--- src/rtl/adc_flag_unit.sv ---
module adc_flag_unit (
  input  logic       clk,
  input  logic       rst,
  input  logic       ld_en,
  input  logic [7:0] ld_data,
  input  logic       add_en,
  input  logic [7:0] operand,
  input  logic [1:0] flag_op,
  input  logic [2:0] flag_sel,
  input  logic       st_wr_en,
  input  logic [7:0] st_wr_data,
  output logic [7:0] acc_out,
  output logic [7:0] status_out,
  output logic       flag_bit
);
  localparam int BC = 0, BZ = 1, BU = 5, BV = 6, BN = 7;
  localparam logic [7:0] ST_RESET = 8'h20;
  localparam logic [1:0] OP_SET = 2'b01, OP_CLR = 2'b10;

  logic [7:0] acc_q, st_q, st_nx, acc_nx;

  wire [8:0] sum     = {1'b0, acc_q} + {1'b0, operand} + {8'd0, st_q[BC]};
  wire [7:0] res     = sum[7:0];
  wire       ovf     = ~(acc_q[7] ^ operand[7]) & (acc_q[7] ^ res[7]);
  wire [7:0] sel_msk = 8'b1 << flag_sel;

  always_comb begin
    st_nx = st_q;
    if (st_wr_en)               st_nx = st_wr_data;
    else if (flag_op == OP_SET) st_nx = st_q | sel_msk;
    else if (flag_op == OP_CLR) st_nx = st_q & ~sel_msk;
    else if (add_en)            st_nx = {res[7], ovf, st_q[5:2], res == 8'd0, sum[8]};
    else if (ld_en)             st_nx = {ld_data[7], st_q[6:2], ld_data == 8'd0, st_q[BC]};
    st_nx[BU] = 1'b1;
  end

  assign acc_nx = add_en ? res : (ld_en ? ld_data : acc_q);

  always_ff @(posedge clk) begin
    if (rst) begin
      acc_q <= 8'd0;
      st_q  <= ST_RESET;
    end else begin
      acc_q <= acc_nx;
      st_q  <= st_nx;
    end
  end

  assign acc_out    = acc_q;
  assign status_out = st_q;
  assign flag_bit   = st_q[flag_sel];

  wire quiet_st = !st_wr_en && flag_op != OP_SET && flag_op != OP_CLR;

  a_r2_reserved_one: assert property (@(posedge clk) disable iff (rst)
    status_out[BU] == 1'b1);

  a_r3_carry_sum: assert property (@(posedge clk) disable iff (rst)
    add_en && quiet_st |=> {status_out[BC], acc_out} ==
      {1'b0, $past(acc_out)} + {1'b0, $past(operand)} + {8'd0, $past(status_out[BC])});

  a_r4_overflow: assert property (@(posedge clk) disable iff (rst)
    add_en && quiet_st |=> status_out[BV] ==
      (($past(acc_out[7]) == $past(operand[7])) && (acc_out[7] != $past(acc_out[7]))));

  a_r5_zero_neg: assert property (@(posedge clk) disable iff (rst)
    (add_en || ld_en) && quiet_st |=>
      status_out[BZ] == (acc_out == 8'd0) && status_out[BN] == acc_out[7]);

  a_r6_load_keeps: assert property (@(posedge clk) disable iff (rst)
    ld_en && !add_en && quiet_st |=> acc_out == $past(ld_data) &&
      status_out[6:2] == $past(status_out[6:2]) && status_out[BC] == $past(status_out[BC]));

  a_r8_add_keeps: assert property (@(posedge clk) disable iff (rst)
    add_en && quiet_st |=> status_out[4:2] == $past(status_out[4:2]));

  a_r9_others_untouched: assert property (@(posedge clk) disable iff (rst)
    !st_wr_en && (flag_op == OP_SET || flag_op == OP_CLR) |=>
      ((status_out ^ $past(status_out)) & ~$past(sel_msk) & ~ST_RESET) == 8'd0);

  a_r10_byte_write: assert property (@(posedge clk) disable iff (rst)
    st_wr_en |=> status_out == ($past(st_wr_data) | ST_RESET));
endmodule

--- config.mk ---
export PLATFORM = sky130hd
export DESIGN_NAME = adc_flag_unit
export DESIGN_NICKNAME = d
export VERILOG_FILES = /design/src/rtl/adc_flag_unit.sv
export SDC_FILE = /design/constraint.sdc
export NUM_CORES = 1
export LEC_CHECK = 0
export ABC_AREA = 1
export BUFFER_PORTS_ARGS = -buffer_cell sky130_fd_sc_hd__buf_2
export CAP_MARGIN = 20
export CELL_PAD_IN_SITES_DETAIL_PLACEMENT = 0
export CELL_PAD_IN_SITES_GLOBAL_PLACEMENT = 1
export CORE_AREA = 2 2 70 72
export DETAILED_ROUTE_END_ITERATION = 8
export DIE_AREA = 0 0 72 74
export GPL_ROUTABILITY_DRIVEN = 0
export PLACE_DENSITY = 0.83
export SLEW_MARGIN = 20
export SYNTH_ARGS = -nofsm -noshare
export SYNTH_HDL_FRONTEND = slang
export SYNTH_SLANG_ARGS = --single-unit
--- constraint.sdc ---
create_clock -name clk -period 2.4 [get_ports clk]
set_clock_uncertainty 0.05 [all_clocks]
set_input_delay 0.36 -clock clk [delete_from_list [all_inputs] [get_ports clk]]
set_output_delay 0.36 -clock clk [all_outputs]
set_load 0.03 [all_outputs]
==> qor.txt <==
max_cap viols -> 0
Synth Register Bits -> 15
switching share of power -> 0.413
die width -> 72 um
hold depth -> 3
HP Start -> st_wr_data[2]
RR Endpoint -> status_out[1]$_SDFFE_PP0P_
port buffer count -> 48
status -> completed
Reg2Reg Launch Point -> acc_out[0]$_SDFFE_PP0P_
CTS tree -> done
Reg area -> 303 um^2
final period utilization -> 0.925
combinational share of power -> 0.443
Post-synth EDFFs -> 0
antenna violations before repair -> 0
largest net degree at the start of global routing -> 15
CTS buffer count -> 3
height of the die -> 74 um
Layout Nets -> 329
first-pass GRT wire length -> 6.83 mm
crit path max fanout -> 3
IO Count -> 51
DP HPWL -> 3.31 mm
Starting Density -> 0.315
final WL -> 4.10 mm
number of DRC markers in iteration 0 -> 61
Total GRT Usage -> 0.160
Reg power frac -> 0.324
core area -> 0.00460 mm^2
Final Power -> 919 uW
Syn Std Cell Area -> 0.00145 mm^2
clock sink count -> 15
Post-Syn Area per Cell -> 6.20 um^2
Hold Path Sink -> status_out[2]$_SDFFE_PP0P_
top post-synthesis cells by count -> nand2_1, inv_1, nand3_1
RSZ-0062 raised after global routing -> no
vias in the first global route -> 1,506
peak per-stage delay on the critical path -> 400 ps
CP Class -> reg2reg
R2R cell count -> 14
Yosys top cell by area -> dfxtp_1
startpoint types -> flop
hold-fix buffers at CTS -> 0
crit-path leading delay family -> simple AND/OR/NAND/NOR gates
clock root buffer -> clkbuf_8
Post-synth ARST share -> 0
Slew Viols, Final -> 0
slowest library cell on the worst path -> fa_1
clk slew on worst S/H paths -> 70 ps
Skew-Pair Late Insertion Delay -> 250 ps
CP endpoint kind -> flop
layout cells sized above 1 -> 0.272
area share of the largest cell type after synthesis -> 0.207
syn nets -> 279
R2R setup slack -> 180 ps
crit path time final -> 2220 ps
Static Leak -> 0.911 nW
Synth warnings -> 0
dpl cells -> 332
Peak VDD IR -> 0.152 mV
# diodes -> 0
remaining global-route overflow -> 0
worst-case clock buffer depth -> 2
CP required -> 2540 ps
Buffers & Inverters on Critical Path -> 2
Routed Antenna Nets -> 0
FMAX -> 0.450 GHz
Post-Syn Instances -> 234
Layout Cells excl Fill -> 337
Netlist cell types -> 36
DR vias/cell -> 4.93
row count -> 25
Die ar. -> 0.00533 mm^2
P per Cell Area -> 509 mW/mm^2
critical path, cell by cell -> inv_1 -> fa_2 -> inv_2 -> fa_1 -> or2_0 -> nor2_1 -> nand3_1 -> nor2_1 -> nand2_1 -> nand2_1 -> nand3_1 -> nand3_1 -> nand2_1 -> a21oi_2
area grow syn2layout -> 24.5%
DRC -> 0
total net switching power -> 379 uW
Setup Viol. Count Final -> 0
Main synth FF type -> dfxtp_1
hold_ws -> 329 ps
Vias -> 1,661
CTS HTree Levels -> 1
Internal -> 539 uW
worst hold path type -> in2reg
routed wire length per instance -> 12.2 um
sequential element share of the synthesized area -> 0.207
final core occ -> 0.393
clock share of power -> 0.233
drt pass-1 iters -> 4
multi-input logic area -> 996 um^2
ranking of synthesized cells by area -> dfxtp_1, nand2_1, nand3_1
Layout fillers -> 521
Worst Path Arrival -> 2360 ps
top-count cell post-synth -> nand2_1
Final Hold Viols -> 0
-- state kept, by name, indices dropped and copies added, names as in the netlist --
signal      count
acc_out         8
status_out      7
-- worst max-delay path by stage --
stage | end | from | cells after the start | slack, ps
after floorplan | status_out[1]$_SDFFE_PP0P_ | status_out[0]$_SDFFE_PP0P_ | 14 | 90
after global placement | status_out[1]$_SDFFE_PP0P_ | operand[0] | 15 | -30
after detailed placement | status_out[1]$_SDFFE_PP0P_ | operand[0] | 15 | -80
after CTS | status_out[1]$_SDFFE_PP0P_ | status_out[0]$_SDFFE_PP0P_ | 14 | 40
after global routing | status_out[1]$_SDFFE_PP0P_ | acc_out[0]$_SDFFE_PP0P_ | 14 | 10
final | status_out[1]$_SDFFE_PP0P_ | acc_out[0]$_SDFFE_PP0P_ | 14 | 180
-- timing repair --
item | 4_1_cts | 5_1_grt
endpoints found under the setup margin | 0 | 1
endpoints found under the hold margin | 0 | 0
resized for setup | 0 | 3
buffers inserted | 0 | 1
-- power groups by stage --
stage | combinational (mW) | clock [mW] | sequential (mW)
floorplan | 0.243 | 0 | 0.347
global placement | 0.401 | 0 | 0.303
detailed placement | 0.403 | 0 | 0.303
CTS | 0.405 | 0.220 | 0.297
global route | 0.457 | 0.229 | 0.301
finish | 0.407 | 0.214 | 0.297
-- through the flow --
| stage | setup TNS [ps] | instance area [um^2] | setup slack (ps) |
|---|---|---|---|
| floorplan | 0 | 1450 | 88.0 |
| global placement | -31.9 | 1750 | -31.9 |
| detailed placement | -75.3 | 1750 | -75.3 |
| CTS | 0 | 1800 | 40.9 |
| global route | 0 | 1810 | 12.5 |
| finish | 0 | 1810 | 179 |
-- layout by cell type, fill, tap and decap left out, types with 2 or more instances in the layout --
cell,netlist,layout
o211ai_1,3,3
nand3_2,3,3
nand3_1,26,26
clkinv_1,4,4
inv_2,1,3
clkbuf_8,0,3
nand2_2,5,5
nand2_1,56,56
a21oi_1,11,11
nor3_1,3,3
a21oi_2,2,2
inv_1,28,26
o21ai_1,3,3
a31oi_1,11,11
buf_4,1,4
dfxtp_1,15,13
nor2_2,2,2
nor2_1,18,18
o21ai_0,11,11
ha_1,9,9
dfxtp_2,0,2
buf_2,2,48
-- worst min-delay path, cell delays in order --
cell and delay (ps):
buf_2 100, nand2_1 50, a31oi_1 70
-- area by class of cell --
type | instances | share of cell area
inverter | 33 | 0.0686
clock buffer | 4 | 0.0249
timing repair buffer | 52 | 0.150
tap | 54 | 0.0374
sequential | 15 | 0.168
multi-input combinational | 179 | 0.552
-- cells by family after synthesis --
group,after synthesis,synth area share
AND/OR/NAND/NOR,119,0.373
other,1,0.00259
XOR/XNOR,1,0.00604
AO/OA/AOI/OAI,47,0.198
flip-flops,15,0.207
adder cells (fa/ha/maj),11,0.105
buffers and inverters,40,0.108
-- metal layers --
metal	global-route usage	routed length, um
met4	0.0524	56
met1	0.214	1960
met5	0	0
met3	0.0136	136
met2	0.273	1940
Power figures use the tool's default switching activity.
